===== src/rtl/poa_pkg.sv =====
package poa_pkg;
  typedef enum logic [1:0] {
    ST_IDLE = 2'd0,
    ST_WAIT = 2'd1,
    ST_DONE = 2'd2
  } poa_state_t;
endpackage


===== src/rtl/poa_limit_reg.sv =====
module poa_limit_reg #(
  parameter int REG_W   = 32,
  parameter int CNT_W   = 22,
  parameter int RST_VAL = 0
) (
  input  logic             clk,
  input  logic             rst,
  input  logic             wr_en,
  input  logic [REG_W-1:0] wdata,
  output logic [CNT_W-1:0] limit,
  output logic [REG_W-1:0] rdata
);
  localparam int PAD_W = REG_W - CNT_W;

  always_ff @(posedge clk) begin
    if (rst)        limit <= CNT_W'(RST_VAL);
    else if (wr_en) limit <= wdata[CNT_W-1:0];
  end

  generate
    if (PAD_W > 0) begin : g_pad
      assign rdata = {{PAD_W{1'b0}}, limit};
    end else begin : g_nopad
      assign rdata = limit;
    end
  endgenerate

  AST_REG_LOAD: assert property (@(posedge clk) disable iff (rst)
    wr_en |=> (limit == $past(wdata[CNT_W-1:0])));
endmodule


===== src/rtl/poa_countdown.sv =====
module poa_countdown #(
  parameter int CNT_W = 22
) (
  input  logic             clk,
  input  logic             rst,
  input  logic             load,
  input  logic [CNT_W-1:0] load_val,
  input  logic             run,
  output logic             cnt_zero
);
  logic [CNT_W-1:0] cnt;

  always_ff @(posedge clk) begin
    if (rst)                   cnt <= '0;
    else if (load)             cnt <= load_val;
    else if (run && !cnt_zero) cnt <= cnt - CNT_W'(1);
  end

  assign cnt_zero = (cnt == '0);

  AST_CNT_STEP: assert property (@(posedge clk) disable iff (rst)
    (run && !load && !cnt_zero) |=> (cnt == $past(cnt) - CNT_W'(1)));
  AST_CNT_LOAD: assert property (@(posedge clk) disable iff (rst)
    load |=> (cnt == $past(load_val)));
endmodule


===== src/rtl/poa_fsm.sv =====
module poa_fsm
  import poa_pkg::*;
(
  input  logic clk,
  input  logic rst,
  input  logic rc_mode,
  input  logic turnoff,
  input  logic ack,
  input  logic sw_clear,
  input  logic cnt_zero,
  output logic load,
  output logic run,
  output logic safe_off,
  output logic st_acked,
  output logic st_timeout,
  output logic waiting
);
  poa_state_t state;
  logic       start;

  assign start = turnoff && rc_mode && (state != ST_WAIT);
  assign load  = start;
  assign run   = (state == ST_WAIT);

  always_ff @(posedge clk) begin
    if (rst) begin
      state      <= ST_IDLE;
      safe_off   <= 1'b0;
      st_acked   <= 1'b0;
      st_timeout <= 1'b0;
      waiting    <= 1'b0;
    end else begin
      case (state)
        ST_WAIT: begin
          if (ack || cnt_zero) begin
            state      <= ST_DONE;
            waiting    <= 1'b0;
            safe_off   <= 1'b1;
            st_acked   <= ack;
            st_timeout <= !ack;
          end
        end
        default: begin
          if (start) begin
            state      <= ST_WAIT;
            waiting    <= 1'b1;
            safe_off   <= 1'b0;
            st_acked   <= 1'b0;
            st_timeout <= 1'b0;
          end else if (sw_clear && state == ST_DONE) begin
            state      <= ST_IDLE;
            safe_off   <= 1'b0;
            st_acked   <= 1'b0;
            st_timeout <= 1'b0;
          end
        end
      endcase
    end
  end

  AST_EP_IGNORE: assert property (@(posedge clk) disable iff (rst)
    (state == ST_IDLE && turnoff && !rc_mode) |=> (state == ST_IDLE));
  AST_ACK_WINS: assert property (@(posedge clk) disable iff (rst)
    (state == ST_WAIT && ack) |=> (st_acked && !st_timeout && safe_off));
  AST_STATUS_EXCL: assert property (@(posedge clk) disable iff (rst)
    $onehot0({st_acked, st_timeout}));
  AST_DONE_HOLD: assert property (@(posedge clk) disable iff (rst)
    (state == ST_DONE && !turnoff && !sw_clear) |=>
      ($stable(st_acked) && $stable(st_timeout) && safe_off));
  AST_NO_EARLY: assert property (@(posedge clk) disable iff (rst)
    (state == ST_WAIT && !ack && !cnt_zero) |=> waiting);
endmodule


===== src/rtl/pwroff_ack_timer.sv =====
module pwroff_ack_timer #(
  parameter int REG_W     = 32,
  parameter int CNT_W     = 22,
  parameter int LIMIT_RST = 0
) (
  input  logic             clk,
  input  logic             rst,
  input  logic             rc_mode,
  input  logic             reg_wr,
  input  logic [REG_W-1:0] reg_wdata,
  output logic [REG_W-1:0] reg_rdata,
  input  logic             turnoff_sent,
  input  logic             ack_rcvd,
  input  logic             sw_clear,
  output logic             safe_off,
  output logic             st_acked,
  output logic             st_timeout,
  output logic             waiting
);
  logic [CNT_W-1:0] limit;
  logic             load;
  logic             run;
  logic             cnt_zero;

  poa_limit_reg #(.REG_W(REG_W), .CNT_W(CNT_W), .RST_VAL(LIMIT_RST)) u_limit (
    .clk(clk), .rst(rst), .wr_en(reg_wr), .wdata(reg_wdata),
    .limit(limit), .rdata(reg_rdata)
  );

  poa_countdown #(.CNT_W(CNT_W)) u_count (
    .clk(clk), .rst(rst), .load(load), .load_val(limit),
    .run(run), .cnt_zero(cnt_zero)
  );

  poa_fsm u_fsm (
    .clk(clk), .rst(rst), .rc_mode(rc_mode), .turnoff(turnoff_sent),
    .ack(ack_rcvd), .sw_clear(sw_clear), .cnt_zero(cnt_zero),
    .load(load), .run(run), .safe_off(safe_off), .st_acked(st_acked),
    .st_timeout(st_timeout), .waiting(waiting)
  );

  AST_SAFE_STATUS: assert property (@(posedge clk) disable iff (rst)
    safe_off == (st_acked || st_timeout));
  AST_WAIT_NOT_SAFE: assert property (@(posedge clk) disable iff (rst)
    waiting |-> !safe_off);
endmodule


===== config.mk =====
export PLATFORM = sky130hd
export DESIGN_NAME = pwroff_ack_timer
export DESIGN_NICKNAME = d
export VERILOG_FILES = /design/src/rtl/poa_pkg.sv /design/src/rtl/poa_limit_reg.sv /design/src/rtl/poa_countdown.sv /design/src/rtl/poa_fsm.sv /design/src/rtl/pwroff_ack_timer.sv
export SDC_FILE = /design/constraint.sdc
export NUM_CORES = 1
export LEC_CHECK = 0
export BUFFER_PORTS_ARGS = -buffer_cell sky130_fd_sc_hd__clkbuf_2
export CAP_MARGIN = 20
export CORE_UTILIZATION = 35
export DETAILED_ROUTE_END_ITERATION = 16
export GPL_TIMING_DRIVEN = 0
export PLACE_DENSITY = 0.65
export SLEW_MARGIN = 20
export SYNTH_ARGS = -nofsm -noshare
export SYNTH_HDL_FRONTEND = slang
export SYNTH_SLANG_ARGS = --single-unit

===== constraint.sdc =====
create_clock -name clk -period 6.8 [get_ports clk]
set_input_delay 0.68 -clock clk [delete_from_list [all_inputs] [get_ports clk]]
set_output_delay 0.68 -clock clk [all_outputs]
set_load 0.05 [all_outputs]

; ---- Word-level counts from Yosys, hierarchy flattened
; Cells that the tools add are included.
[word_totals]
reg_bits = 50
out_inout_bits = 36
elab_cells = 42
[op_classes]
addsub = 1
n_eq_ne = 4
mux = 17
n_reduce_logical = 13
[op_table]
columns = cell, n
row1 = $mux 22, 2
row2 = $logic_not 22->1, 1
row3 = $sub 22x1->22 const B, 1
row4 = $mux 1, 11
row5 = $mux 2, 4
row6 = $logic_and 1x1->1, 4
row7 = $ne 2x1->1 const B, 2
row8 = $reduce_and 2->1, 2
row9 = $reduce_bool 2->1, 2
row10 = $reduce_bool 3->1, 1
row11 = $eq 2x1->1 const B, 1
row12 = $eq 2x2->1 const B, 1
row13 = $logic_not 1->1, 2
row14 = $logic_or 1x1->1, 1

; ---- Depth between registers and ports, before layout
; Gate-level depths: netlist of the first run.
[depth]
depth_word = 5
ltp_mapped = 9
depth_no_buf = 7

; ---- By module
; Synthesis of the first run repeated with hierarchy kept, for this count alone.
[hier_totals]
hier_cells = 290
hier_area_um2 = 2613.8
[by_module_without_submodules]
columns = module, instances, cells_each, area_per_inst_um2, seq_area_each_um2
row1 = poa_countdown, 1, 156, 1326.3, 440.4
row2 = poa_limit_reg, 1, 104, 1046.0, 440.4
row3 = poa_fsm, 1, 30, 241.5, 100.1

; ---- Worst setup path after synthesis of the first run
; No wires, ideal clock.
[synth_timing]
kind = register to register
start = reg u_count.cnt[0]
end = reg u_count.cnt[18]
arrival_time_ns = 2.055
required_time_ns = 6.705
path_slack_ns = 4.649
path_stages_with_launch = 8
n_path_buf = 0
cell_sequence = dfxtp_1 -> inv_1 -> ha_1 -> nor4b_1 -> nand2_1 -> or4_1 -> a2111o_1 -> o311ai_1
[synth_via]
elab_chain_len = 4
elab_cells_between_ends = 7
[synth_lines]
columns = item, line
row1 = from (decl), poa_countdown.sv:11  ; logic [CNT_W-1:0] cnt;
row2 = from (signal assigned), poa_countdown.sv:15  ; else if (load) cnt <= load_val;
row3 = from (signal assigned), poa_countdown.sv:16  ; else if (run && !cnt_zero) cnt <= cnt - CNT_W'(1);
row4 = "parallel branches: the longest is 4 deep, another holds $sub 22x1->22", --
; Parallel ways; which one is timed is not known. The select of a mux whose other input is x is not followed.
; A chain may end at the register's enable or synchronous reset.

; ---- Worst setup path after layout of the first run
[layout_timing]
start = reg u_count.cnt[0]
end = reg u_count.cnt[9]
; Same word-level chain as after synthesis.

==> results.toml, run 1 <==
[grt]
grt_usage_pct = 19.7
grt_pass1_wl_um = 11300
grt_max_degree = 15
overflow = 0
antenna_found_initial = 0
grt_pass1_vias = 2175

[floorplan]
die_h_um = 86.8
dieWidth_um = 86.8
dieArea_um2 = 7540
core_region_area_um2 = 6870
row_count = 30
start_util_pct = 36.7
ios = 75

[route]
drt-initial-drc-count = 159
routedWlPerCell_um = 15.1
antenna_left = 0
num_vias = 2439
drc = 0
dr.pass1.iters = 4
route.final.wire_length_um = 6990
viasPerCell = 5.28

[setup_path]
critPathMostFrequentCell = "buf_2"
r2r_end = "u_count.cnt[9]"
path_buf_inv = 3
critical_path_class = "reg2reg"
critPathTopFamily = "simple AND/OR/NAND/NOR gates"
crit_required_ps = 7030
worstReg2RegStart = "u_count.cnt[0]"
cp_max_fo = 10
r2r_slack_ps = 4160
end_kind = "flop"
crit_chain = "inv_1 > ha_1 > nor4b_1 > nand3_1 > o21ai_1 > buf_2 > buf_2 > nor2_1 > a311oi_1"
reg2reg_depth = 9
slowest_delay_ps = 470
crit_arrival_ps = 2870
start_kind = "flop"
crit_slowest_cell = "nor4b_1"

[hold_path]
hold_path_depth = 1
hp-class = "reg2reg"
holdPathEnd = "u_fsm.waiting"
worstHoldStart = "u_fsm.waiting"

[power_and_ir_drop]
ir_drop_mv = 0.118
pwr_density_cell_nw_per_um2 = 266
cellLeakagePower_uw = 0.00134
power_uw = 810

[clock_tree]
clk_pin_slew_ps = 90
clk_latency_ps = 320
clock-sinks = 49
cts_setup_buffers = 0
clock-root-buffer = "clkbuf_8"
cts_resized = 0
htreeDepth = 2
clock_path_buffers = 2
cts_tree = "yes"
cts_buffers = 5
cts_hold_buffers = 0

[timing]
holdWs_ps = 493
timing.final.crit_period_ps = 2640
fin_crit_sh_pct = 38.8
setup_viol = 0
hold_violations = 0
finalMaxSlewViolations = 0
setup_tns_ps = 0
clock_skew_ps = 5.17
rsz0062_at_grt = "no"
max_freq_ghz = 0.379
max-slew-margin-rel_pct = 46.6
tightestPinTransition_ps = 793

[layout]
multiInputGateArea_um2 = 1380
area_growth_pct = 21.1
fillCellCount = 717
final_cell_mix = "clkbuf_2, dfxtp_1, nor2_1"
post-route-util_pct = 44.4
nets = 405
n_antenna_cell = 0
drive_above_1_share_pct = 22.7
final_common_cell = "clkbuf_2"
fin_area_um2 = 3050
regArea_um2 = 981

[logic_synthesis]
synth_top_area_share_pct = 38.9
synth_largest_area_cell = "dfxtp_1"
ys_top_cells_by_area = "dfxtp_1, mux2i_1, nor2_1"
synthCells = 297
synth_ff_type = "dfxtp_1"
ys_seq_elements = 49
yosysWarnings = 0
syn_area_um2 = 2520
synth-async-reset-ratio_pct = 0
synth_edf_count = 0
avgSynthCellArea_um2 = 8.48
yosysUniqueCellTypes = 55
seq_area_frac_synth_pct = 38.9

[run_status]
status = "finished clean"

[job]
max_cap_viol_count = 0

[placed_design]
hpwl_um = 5140
gp_congestion = 0.895
port-buffer-count = 52
place_area_um2 = 2930
==> worst reg2reg max path: stages (launching register included) <==
cell	delay [ps]
dfxtp_1	350
inv_1	100
ha_1	240
nor4b_1	470
nand3_1	230
o21ai_1	260
buf_2	290
buf_2	280
nor2_1	80
a311oi_1	250
==> where the power goes <==
group	switching (uW)	internal (uW)	leakage, uW
Sequential	21.9	310	0.000403
Clock	101	120	0.0000585
Combinational	174	83.5	0.000877
Total	297	513	0.00134
==> worst max path at each step <==
stage,start,to,slack [ps],cells after the start
finish,u_count.cnt[0],u_count.cnt[9],4160,9
global route,u_count.cnt[0],u_count.cnt[9],3840,9
CTS,u_count.cnt[0],u_count.cnt[9],4240,9
detailed placement,u_count.cnt[0],u_count.cnt[9],4270,9
global placement,u_count.cnt[0],u_count.cnt[9],4310,9
floorplan,u_count.cnt[0],u_count.cnt[18],4650,7
==> metrics by stage <==
step	setup WS (ps)	instances
2_1_floorplan	4650	306
3_3_place_gp	4310	454
3_5_place_dp	4270	454
4_1_cts	4240	462
5_1_grt	3840	462
6_report	4160	462
==> state kept, by name, indices dropped and copies added (netlist names) <==
signal            flops
u_fsm.state           1
u_fsm.safe_off        1
u_limit.limit        22
u_fsm.waiting         1
u_fsm.st_timeout      1
u_count.cnt          22
u_fsm.st_acked        1
==> synth_stat cells, types with 5 or more instances <==
cell type  count
nor4_1         6
inv_1          5
and3_1         8
o21ai_0       11
a311oi_1       6
mux2i_1       23
nand4_1        6
nand2_1       17
buf_2          5
buf_4         10
nor2_1        43
nand3_1        9
dfxtp_1       49
clkbuf_1      11
a21oi_1       10
nor3_1        11
==> layer usage <==
layer / up-vias / track usage [%] / wire [um]
met2: 91 / 30.1 / 3190
met5: - / 0 / 0
met3: 14 / 4.86 / 437
met4: 0 / 6.82 / 139
met1: 1117 / 27.0 / 3220
li1: 1217 / - / -
==> area by class of cell <==
cell class	instances	area share (%)
multi-input cells	221	45.2
flip-flops and latches	49	32.2
repair buffers	52	8.54
plain buffers	31	5.74
well taps	96	3.94
clock buffers	7	2.83
clock inverters	1	0.985
inverters	5	0.616
==> kinds of logic (layout without fill, tap and decap cells) <==
kind of cell / count (synthesis) / count (layout) / share of synthesized area, %
flops: 49 / 49 / 38.9
fa+ha+maj: 1 / 1 / 0.497
xor+xnor: 2 / 2 / 0.696
compound gates: 61 / 61 / 17.3
buf+inv: 36 / 96 / 7.70
other cells: 1 / 10 / 0.149
mux: 23 / 23 / 9.14
simple gates: 124 / 124 / 25.5
Note: power is estimated with default switching activity, not from simulation.
==> run 2, diff against run 1 <==
Settings changed: PLACE_DENSITY 0.65 to 0.67.
Clock period 6.8 ns to 2.33 ns, I/O delays scaled along.
==> results.toml, run 2 (synthesis gave the netlist of run 1 again) <==
[setup_path]
crit_slowest_cell = "dfxtp_1"
critical_path_class = "reg2reg"
crit_arrival_ps = 2480
start_kind = "flop"
slowest_delay_ps = 420
cp_max_fo = 10
path_buf_inv = 2
crit_chain = "inv_1 > ha_2 > nor4b_4 > and3_1 > a21oi_2 > clkbuf_2 > nand3_1 > a311oi_1"
critPathTopFamily = "compound AO/OA/AOI/OAI gates"
end_kind = "flop"
crit_required_ps = 2540

[route]
drc = 0
routedWlPerCell_um = 15.2
drt-initial-drc-count = 233
route.final.wire_length_um = 7050
num_vias = 2541
antenna_left = 0
viasPerCell = 5.48
dr.pass1.iters = 5

[floorplan]
die_h_um = 86.8
start_util_pct = 36.7
dieWidth_um = 86.8
row_count = 30
dieArea_um2 = 7540
ios = 75
core_region_area_um2 = 6870

[layout]
drive_above_1_share_pct = 26.6
final_cell_mix = "clkbuf_2, dfxtp_1, nor2_1"
post-route-util_pct = 45.6
nets = 408
area_growth_pct = 24.3
n_antenna_cell = 0
reg_top3 = "u_count.cnt (22), u_limit.limit (22)"
fillCellCount = 696
final_common_cell = "clkbuf_2"

[timing]
clock_skew_ps = 7.54
postLayoutSetupSlackWorst_ps = 62.2
timing.final.crit_period_ps = 2270
setup_viol = 0
finalMaxSlewViolations = 0
rsz0062_at_grt = "yes"
fin_crit_sh_pct = 97.3
max-slew-margin-rel_pct = 50.2
tightestPinTransition_ps = 747
max_freq_ghz = 0.441
hold_violations = 0
setup_tns_ps = 0

[grt]
overflow = 0
antenna_found_initial = 0
grt_pass1_vias = 2204
grt_max_degree = 14
grt_pass1_wl_um = 11100
grt_usage_pct = 18.9

[power_and_ir_drop]
pwr_density_cell_nw_per_um2 = 742
power_uw = 2320
cellLeakagePower_uw = 0.00137
ir_drop_mv = 0.367

[job]
max_cap_viol_count = 0

[hold_path]
hp-class = "in2reg"

[clock_tree]
cts_hold_buffers = 0
clock-root-buffer = "clkbuf_8"
clk_pin_slew_ps = 90
htreeDepth = 2
clk_latency_ps = 300
cts_tree = "yes"
cts_buffers = 5
clock_path_buffers = 2
clock-sinks = 49

[placed_design]
gp_congestion = 0.922
place_ws_ps = -160
hpwl_um = 4970
port-buffer-count = 52

[run_status]
status = "finished clean"
-- run 2: cell types whose count changed in the layout (fill, tap and decap cells not counted), sizes merged --
cell,before,now
buf,20,23
bufinv,1,0
-- run 2: worst paths after layout --
kind,startpoint,endpoint,slack [ps],cells past startpoint
hold reg to reg,u_fsm.waiting,u_fsm.waiting,500,1
setup reg to reg,u_count.cnt[0],u_count.cnt[17],60,8
hold / removal,reg_wdata[11],u_limit.limit[11],160,3
setup / recovery,u_count.cnt[0],u_count.cnt[17],60,8
-- run 2: cell type report --
cell class,count,area [um^2],area share (%)
inverter,5,18.8,0.600
timing repair buffer,55,283,9.03
multi-input combinational,221,1460,46.5
tap,96,120,3.84
sequential,49,981,31.3
buffer,31,185,5.92
clock buffer,7,86.3,2.76
-- run 2: routing by layer --
metal	GRT usage (%)	share of wire, %	routed length, um
met1	26.4	45	3170
met2	29.9	45	3210
met3	2.95	7.7	544
met5	0	0	0
met4	5.61	1.8	125
-- run 2: metrics by stage --
stage          hold WS [ps]  cells  area, um^2
2_1_floorplan           380    306        2550
3_3_place_gp            465    454        2930
3_5_place_dp            477    454        2930
4_1_cts                 158    461        3050
5_1_grt                 173    464        3130
6_report                157    464        3130
-- run 2: worst reg2reg max path, delay by kind of cell (launching register included) --
kind            cells  cell delay (ps)
compound gates      2              600
flops               1              420
simple gates        3              520
buf+inv             2              410
fa+ha+maj           1              230
-- run 2: repair_timing --
item                       CTS  global route
setup endpoints to repair   12            16
setup buffers                0             3
pin swaps                    0             4
gates resized for setup      5            16
-- run 2: where the power goes --
part           leakage [uW]  internal, uW  switching (uW)
clock network     0.0000443           236             275
registers          0.000403           904            75.3
logic              0.000923           299             534
total               0.00137          1440             884
